==> src/rtl/pbus_pkg.sv <==
package pbus_pkg;
  typedef enum logic [1:0] {
    ST_IDLE = 2'd0,
    ST_BUSY = 2'd1,
    ST_DONE = 2'd2
  } pbus_state_e;
endpackage

==> src/rtl/pbus_decode.sv <==
module pbus_decode #(
  parameter int unsigned ADDR_W = 16,
  parameter int unsigned PAGE_W = 8,
  parameter int unsigned N_SLV  = 12,
  parameter logic [PAGE_W-1:0] BASE_PAGE = 8'h10
) (
  input  logic [ADDR_W-1:0] addr,
  output logic [N_SLV-1:0]  sel,
  output logic              hit
);
  logic [PAGE_W-1:0] page;
  assign page = addr[ADDR_W-1 -: PAGE_W];

  for (genvar i = 0; i < N_SLV; i++) begin : g_page
    localparam logic [PAGE_W-1:0] PG_I = BASE_PAGE + PAGE_W'(i);
    assign sel[i] = (page == PG_I);
  end

  assign hit = |sel;
endmodule

==> src/rtl/pbus_resp_mux.sv <==
module pbus_resp_mux #(
  parameter int unsigned N_SLV  = 12,
  parameter int unsigned DATA_W = 16
) (
  input  logic [N_SLV-1:0]        sel,
  input  logic [N_SLV*DATA_W-1:0] rdata_bus,
  input  logic [N_SLV-1:0]        ack_bus,
  output logic [DATA_W-1:0]       rdata,
  output logic                    ack
);
  logic [DATA_W-1:0] term [N_SLV];

  for (genvar i = 0; i < N_SLV; i++) begin : g_term
    assign term[i] = rdata_bus[i*DATA_W +: DATA_W] & {DATA_W{sel[i]}};
  end

  always_comb begin
    rdata = '0;
    for (int i = 0; i < N_SLV; i++) begin
      rdata = rdata | term[i];
    end
  end

  assign ack = |(ack_bus & sel);
endmodule

==> src/rtl/pbus_ctrl.sv <==
module pbus_ctrl
  import pbus_pkg::*;
#(
  parameter int unsigned ADDR_W  = 16,
  parameter int unsigned DATA_W  = 16,
  parameter int unsigned N_SLV   = 12,
  parameter int unsigned TMO_CYC = 16
) (
  input  logic              clk,
  input  logic              rst_n,
  input  logic              m_req,
  input  logic              m_we,
  input  logic [ADDR_W-1:0] m_addr,
  input  logic [DATA_W-1:0] m_wdata,
  input  logic [N_SLV-1:0]  dec_sel,
  input  logic              dec_hit,
  input  logic [DATA_W-1:0] mux_rdata,
  input  logic              mux_ack,
  output logic [DATA_W-1:0] m_rdata,
  output logic              m_ack,
  output logic              s_req,
  output logic              s_we,
  output logic [ADDR_W-1:0] s_addr,
  output logic [DATA_W-1:0] s_wdata,
  output logic [N_SLV-1:0]  s_sel
);
  localparam int unsigned CNT_W = $clog2(TMO_CYC + 1);
  localparam logic [CNT_W-1:0] CNT_LAST = CNT_W'(TMO_CYC - 1);

  pbus_state_e       state_q, state_d;
  logic [CNT_W-1:0]  cnt_q, cnt_d;
  logic              unm_q, unm_d;
  logic              sreq_q, sreq_d;
  logic              ack_q, ack_d;
  logic [DATA_W-1:0] rd_q, rd_d;
  logic [N_SLV-1:0]  sel_q, sel_d;
  logic              cap_en, rd_en;
  logic              we_q;
  logic [ADDR_W-1:0] addr_q;
  logic [DATA_W-1:0] wd_q;

  always_comb begin
    state_d = state_q;
    cnt_d   = cnt_q;
    unm_d   = unm_q;
    sreq_d  = sreq_q;
    ack_d   = ack_q;
    rd_d    = rd_q;
    sel_d   = sel_q;
    cap_en  = 1'b0;
    rd_en   = 1'b0;
    case (state_q)
      ST_IDLE: begin
        if (m_req) begin
          cap_en  = 1'b1;
          sel_d   = dec_sel;
          unm_d   = ~dec_hit;
          sreq_d  = dec_hit;
          cnt_d   = '0;
          state_d = ST_BUSY;
        end
      end
      ST_BUSY: begin
        if (!unm_q) begin
          if (mux_ack) begin
            rd_en   = 1'b1;
            rd_d    = mux_rdata;
            ack_d   = 1'b1;
            sreq_d  = 1'b0;
            state_d = ST_DONE;
          end
        end else if (cnt_q == CNT_LAST) begin
          rd_en   = 1'b1;
          rd_d    = '0;
          ack_d   = 1'b1;
          state_d = ST_DONE;
        end else begin
          cnt_d = cnt_q + CNT_W'(1);
        end
      end
      ST_DONE: begin
        if (!m_req && !mux_ack) begin
          ack_d   = 1'b0;
          sel_d   = '0;
          unm_d   = 1'b0;
          state_d = ST_IDLE;
        end
      end
      default: state_d = ST_IDLE;
    endcase
  end

  always_ff @(posedge clk or negedge rst_n) begin
    if (!rst_n) begin
      state_q <= ST_IDLE;
      cnt_q   <= '0;
      unm_q   <= 1'b0;
      sreq_q  <= 1'b0;
      ack_q   <= 1'b0;
      sel_q   <= '0;
    end else begin
      state_q <= state_d;
      cnt_q   <= cnt_d;
      unm_q   <= unm_d;
      sreq_q  <= sreq_d;
      ack_q   <= ack_d;
      sel_q   <= sel_d;
    end
  end

  always_ff @(posedge clk or negedge rst_n) begin
    if (!rst_n) begin
      we_q   <= 1'b0;
      addr_q <= '0;
      wd_q   <= '0;
    end else if (cap_en) begin
      we_q   <= m_we;
      addr_q <= m_addr;
      wd_q   <= m_wdata;
    end
  end

  always_ff @(posedge clk or negedge rst_n) begin
    if (!rst_n) begin
      rd_q <= '0;
    end else if (rd_en) begin
      rd_q <= rd_d;
    end
  end

  assign m_rdata = rd_q;
  assign m_ack   = ack_q;
  assign s_req   = sreq_q;
  assign s_we    = we_q;
  assign s_addr  = addr_q;
  assign s_wdata = wd_q;
  assign s_sel   = sel_q;

  p_ack_after_slave_r4: assert property (@(posedge clk) disable iff (!rst_n)
    ($rose(ack_q) && !unm_q) |-> $past(mux_ack))
    else $error("m_ack rose without a prior selected acknowledge");

  p_release_r5: assert property (@(posedge clk) disable iff (!rst_n)
    $fell(ack_q) |-> ($past(!m_req) && $past(!mux_ack)))
    else $error("m_ack dropped before both request and slave ack were low");

  p_sreq_drop_r5: assert property (@(posedge clk) disable iff (!rst_n)
    $fell(sreq_q) |-> ack_q)
    else $error("s_req dropped without m_ack");

  p_unmapped_quiet_r6: assert property (@(posedge clk) disable iff (!rst_n)
    (state_q != ST_IDLE && unm_q) |-> (sel_q == '0 && !sreq_q))
    else $error("unmapped access drove a select or request");

  p_hold_r8: assert property (@(posedge clk) disable iff (!rst_n)
    (state_q == ST_BUSY && $past(state_q == ST_BUSY))
      |-> ($stable(addr_q) && $stable(sel_q) && $stable(wd_q)))
    else $error("captured access changed while in flight");
endmodule

==> src/rtl/pbus_fabric.sv <==
module pbus_fabric #(
  parameter int unsigned ADDR_W    = 16,
  parameter int unsigned DATA_W    = 16,
  parameter int unsigned N_SLV     = 12,
  parameter int unsigned PAGE_W    = 8,
  parameter logic [PAGE_W-1:0] BASE_PAGE = 8'h10,
  parameter int unsigned TMO_CYC   = 16
) (
  input  logic                    clk,
  input  logic                    rst_n,
  input  logic                    m_req,
  input  logic                    m_we,
  input  logic [ADDR_W-1:0]       m_addr,
  input  logic [DATA_W-1:0]       m_wdata,
  output logic [DATA_W-1:0]       m_rdata,
  output logic                    m_ack,
  output logic                    s_req,
  output logic                    s_we,
  output logic [ADDR_W-1:0]       s_addr,
  output logic [DATA_W-1:0]       s_wdata,
  output logic [N_SLV-1:0]        s_sel,
  input  logic [N_SLV*DATA_W-1:0] s_rdata,
  input  logic [N_SLV-1:0]        s_ack
);
  logic [N_SLV-1:0]  dec_sel;
  logic              dec_hit;
  logic [DATA_W-1:0] mux_rdata;
  logic              mux_ack;

  pbus_decode #(
    .ADDR_W(ADDR_W), .PAGE_W(PAGE_W), .N_SLV(N_SLV), .BASE_PAGE(BASE_PAGE)
  ) u_decode (
    .addr(m_addr), .sel(dec_sel), .hit(dec_hit)
  );

  pbus_resp_mux #(
    .N_SLV(N_SLV), .DATA_W(DATA_W)
  ) u_mux (
    .sel(s_sel), .rdata_bus(s_rdata), .ack_bus(s_ack),
    .rdata(mux_rdata), .ack(mux_ack)
  );

  pbus_ctrl #(
    .ADDR_W(ADDR_W), .DATA_W(DATA_W), .N_SLV(N_SLV), .TMO_CYC(TMO_CYC)
  ) u_ctrl (
    .clk(clk), .rst_n(rst_n),
    .m_req(m_req), .m_we(m_we), .m_addr(m_addr), .m_wdata(m_wdata),
    .dec_sel(dec_sel), .dec_hit(dec_hit),
    .mux_rdata(mux_rdata), .mux_ack(mux_ack),
    .m_rdata(m_rdata), .m_ack(m_ack),
    .s_req(s_req), .s_we(s_we), .s_addr(s_addr), .s_wdata(s_wdata),
    .s_sel(s_sel)
  );

  p_sel_onehot_r2: assert property (@(posedge clk) disable iff (!rst_n)
    $onehot0(s_sel))
    else $error("more than one select asserted");

  p_req_needs_sel_r3: assert property (@(posedge clk) disable iff (!rst_n)
    s_req |-> ($countones(s_sel) == 1))
    else $error("s_req raised without exactly one select");
endmodule

==> config.mk <==
export PLATFORM = sky130hd
export DESIGN_NAME = pbus_fabric
export DESIGN_NICKNAME = d
export VERILOG_FILES = /design/src/rtl/pbus_pkg.sv /design/src/rtl/pbus_decode.sv /design/src/rtl/pbus_resp_mux.sv /design/src/rtl/pbus_ctrl.sv /design/src/rtl/pbus_fabric.sv
export SDC_FILE = /design/constraint.sdc
export NUM_CORES = 1
export LEC_CHECK = 0
export ABC_AREA = 0
export BUFFER_PORTS_ARGS = -buffer_cell sky130_fd_sc_hd__buf_2
export CAP_MARGIN = 10
export CELL_PAD_IN_SITES_DETAIL_PLACEMENT = 2
export CELL_PAD_IN_SITES_GLOBAL_PLACEMENT = 2
export CORE_MARGIN = 10
export CORE_UTILIZATION = 21
export CTS_BUF_LIST = sky130_fd_sc_hd__clkbuf_16
export CTS_CLUSTER_SIZE = 28
export DETAILED_ROUTE_END_ITERATION = 8
export PLACE_DENSITY = 0.79
export SLEW_MARGIN = 20
export SYNTH_ARGS = -nofsm -noshare
export SYNTH_HDL_FRONTEND = slang
export SYNTH_SLANG_ARGS = --single-unit
==> constraint.sdc <==
create_clock -name clk -period 1.75 [get_ports clk]
set_clock_uncertainty 0.05 [all_clocks]
set_input_delay 0.35 -clock clk [delete_from_list [all_inputs] [get_ports clk]]
set_output_delay 0.35 -clock clk [all_outputs]
set_load 0.005 [all_outputs]
==> metrics.md <==
| Metric | Value |
|---|---|
| Syn-to-layout area delta | 59.6% |
| Vias per Instance | 4.97 |
| CORE AREA | 0.0202 mm2 |
| Min Clock Period, post-route | 1800 ps |
| Max Clk Rate | 554 MHz |
| IO Pins | 303 |
| Hold_ws | 188 ps |
| Clock Pin Slew Worst Setup and Hold Paths | 60 ps |
| Sw frac | 34.2% |
| Setup ws final | -53.6 ps |
| Share of layout cells above drive strength 1 | 62.2% |
| Synthesized Nets | 633 |
| CP Cell Sequence | ha_2 -> and3_4 -> ha_4 -> nand2b_4 -> nor3b_4 -> buf_4 -> nor2_4 -> a22o_1 |
| Fill cells | 2291 |
| Die X | 163 um |
| Crit. End Element | flip-flop |
| RSZ-0062 raised after global routing | true |
| DIE HEIGHT | 163 um |
| GRT overflow | 0 |
| VDD IR-drop max | 0.622 mV |
| H-Tree Depth | 3 |
| All-layer global routing usage | 18.6% |
| Vias in the first global route | 5616 |
| Post-layout total power | 8.09 mW |
| Seq/Total Area, Yosys | 41.4% |
| Syn_area_per_cell | 11.0 um2 |
| Bufs on Longest Clock Path | 2 |
| Clock power share | 24.3% |
| Logic pwr share | 41.9% |
| WL/cell | 25.8 um |
| Power per cell area | 1180 mW/mm2 |
| Count of input and output buffers | 302 |
| Slew of the pin with the lowest slew margin | 494 ps |
| Synth cell types | 45 |
| CP startpoint kind | flip-flop |
| Slew Viols, Final | 0 |
| Post-synth ARST share | 100% |
| Critical Path AT | 1980 ps |
| Clk_lat worst skew | 340 ps |
| Synth top cells by count | 71 x dfrtp_1, 49 x a22o_1, 48 x a221oi_1 |
| WP data required | 1930 ps |
| Detail Placement HPWL | 20.6 mm |
| Final nets | 954 |
| Worst path max stage delay | 380 ps |
| Drt pass-1 iters | 5 |
| Status | complete, but fails checks |
| Placer Congestion | 0.897 |
| Post-Syn Instances | 391 |
| Setup Viol. Count Final | 5 |
| Die ar. | 0.0266 mm2 |
| Internal Power | 5.33 mW |
| Syn Std Cell Area | 0.00430 mm2 |
| CTS tree | yes |
| Top FF cell, synth | dfrtp_1 |
| Routed WL | 25.6 mm |
| CTS Sinks | 71 |
| First-pass GRT wire length | 36.9 mm |
| Largest net degree at the start of global routing | 40 |
| Initial Utilization | 21.3% |
| Pleak | 3.17 nW |
| Yosys reg bits | 71 |
| Flop pwr share | 33.8% |
| Max Fanout on Critical Path | 4 |
| Hold Vio Cnt, Final | 0 |
| Rows | 52 |
| Initial DRC Count | 355 |
| Dominant cells by area after synthesis | dfrtp_1 41%, a22o_1 10%, a221oi_1 9.8% |
| Violated checks | setup timing |
| Pre-CTS setup slack | -123 ps |
| WS Path Type | reg2reg |
| Yosys top cell area share | 41.4% |
| Slew Limit Headroom | 67.1% |
| Hold WC Path Type | in2reg |
| Final worst-path cycle share | 103% |
| Antenna violations before repair | 5 |
| Synth area leader | dfrtp_1 |
| CTS Buf Count | 9 |
| Via count | 4935 |
| Final ANT Viol Nets | 0 |
| DRC Markers | 0 |
| Most common cell in the netlist | dfrtp_1 |
| Final core occ | 34.0% |
| Worst path slowest cell | dfrtp_1 |
| Root buffer cell | clkbuf_16 |
| Ys Warns | 0 |
| NetSw | 2.77 mW |
| Max Cap Viol | 0 |
| Post-synth EDFFs | 0 |
## layer usage
metal	vias up	track usage (%)	routed length (um)	share of wire (%)
met3	17	4.83	1540	6.0
met5	-	0	0	0
li1	2225	-	-	-
met2	184	32.3	13400	52
met1	2509	22.5	10400	41
met4	0	4.39	180	0.70
## repair_timing
action / 4_1_cts / 5_1_grt
hold buffers: 1 / 0
gates resized for setup: 8 / 10
endpoints found under the setup margin: 19 / 37
buffers inserted: 2 / 1
endpoints found under the hold margin: 31 / 0
cloned: 0 / 0
pin swaps: 5 / 5
## worst paths after layout
| kind | slack (ps) | startpoint | depth (start not counted) | to |
|---|---|---|---|---|
| max in group asynchronous | 590 | rst_n | 3 | u_ctrl.s_sel[1] |
| worst min register to register | 450 | u_ctrl.s_addr[6] | 1 | u_ctrl.s_addr[6] |
| worst max-delay path | -50 | u_ctrl.cnt_q[0] | 8 | u_ctrl.cnt_q[1] |
| min in group asynchronous | 470 | rst_n | 2 | u_ctrl.s_wdata[11] |
| worst max register to register | -50 | u_ctrl.cnt_q[0] | 8 | u_ctrl.cnt_q[1] |
| worst min-delay path | 190 | m_addr[7] | 2 | u_ctrl.s_addr[7] |
## sequential cells by signal, indices dropped and copies added (netlist names)
signal	flops
u_ctrl.unm_q	1
u_ctrl.s_req	1
u_ctrl.s_wdata	16
u_ctrl.m_ack	1
u_ctrl.cnt_q	5
u_ctrl.s_we	1
u_ctrl.m_rdata	16
u_ctrl.s_sel	12
u_ctrl.s_addr	16
u_ctrl.state_q	2
## power by group through the flow
stage	registers, mW	logic (mW)	clock network, mW
after detailed placement	2.75	3.33	0
final	2.73	3.40	1.97
after CTS	2.74	3.44	2.03
after global placement	2.68	3.23	0
after floorplan	2.72	1.56	0
after global routing	2.83	3.75	2.10
## per-stage QoR
step                setup TNS (ps)  cells  cell area [um2]
global placement              -707    967             6400
floorplan                    -9.25    391             4300
CTS                          -86.9    985             6790
finish                        -140    992             6860
detailed placement           -1270    967             6400
global route                 -1000    991             6860
## critical path, delay by kind of cell (launching register included)
| kind | cells | cell delay, ps |
|---|---|---|
| AO/OA/AOI/OAI | 1 | 180 |
| flip-flops | 1 | 380 |
| buffers and inverters | 1 | 160 |
| AND/OR/NAND/NOR | 4 | 580 |
| adder cells (fa/ha/maj) | 2 | 340 |
## placed cells by master (no fill, tap or decap), types with 3 or more instances in the layout
| cell type | n |
|---|---|
| nor2_1 | 17 |
| a221oi_1 | 48 |
| mux2_2 | 33 |
| o21ai_1 | 16 |
| clkbuf_16 | 9 |
| buf_4 | 36 |
| nand2_1 | 10 |
| nor2b_1 | 17 |
| a31o_2 | 16 |
| a22o_1 | 49 |
| mux2_1 | 3 |
| mux2_4 | 9 |
| buf_2 | 301 |
| buf_12 | 10 |
| o21ai_0 | 4 |
| a22oi_2 | 5 |
| diode_2 | 6 |
| a32oi_1 | 15 |
| dfrtp_1 | 70 |
## final cells by class
class / instances / area, um2 / area share (%)
repair buffers: 349 / 2000 / 29.1
flip-flops and latches: 71 / 1780 / 25.9
well taps: 270 / 338 / 4.93
inverters: 2 / 7.51 / 0.109
multi-input cells: 279 / 2410 / 35.1
clock buffers: 9 / 225 / 3.28
diodes: 6 / 15.0 / 0.219
clock inverters: 6 / 86.3 / 1.26
## cells by family after synthesis
| group | count (synthesis) | share of synthesized area, % |
|---|---|---|
| AO/OA/AOI/OAI | 161 | 31.5 |
| XOR/XNOR | 2 | 0.408 |
| adder cells (fa/ha/maj) | 2 | 0.582 |
| buffers and inverters | 41 | 4.60 |
| flip-flops | 71 | 41.4 |
| multiplexers | 45 | 12.6 |
| AND/OR/NAND/NOR | 69 | 8.97 |
No activity file was read; power rests on OpenSTA's default activity.
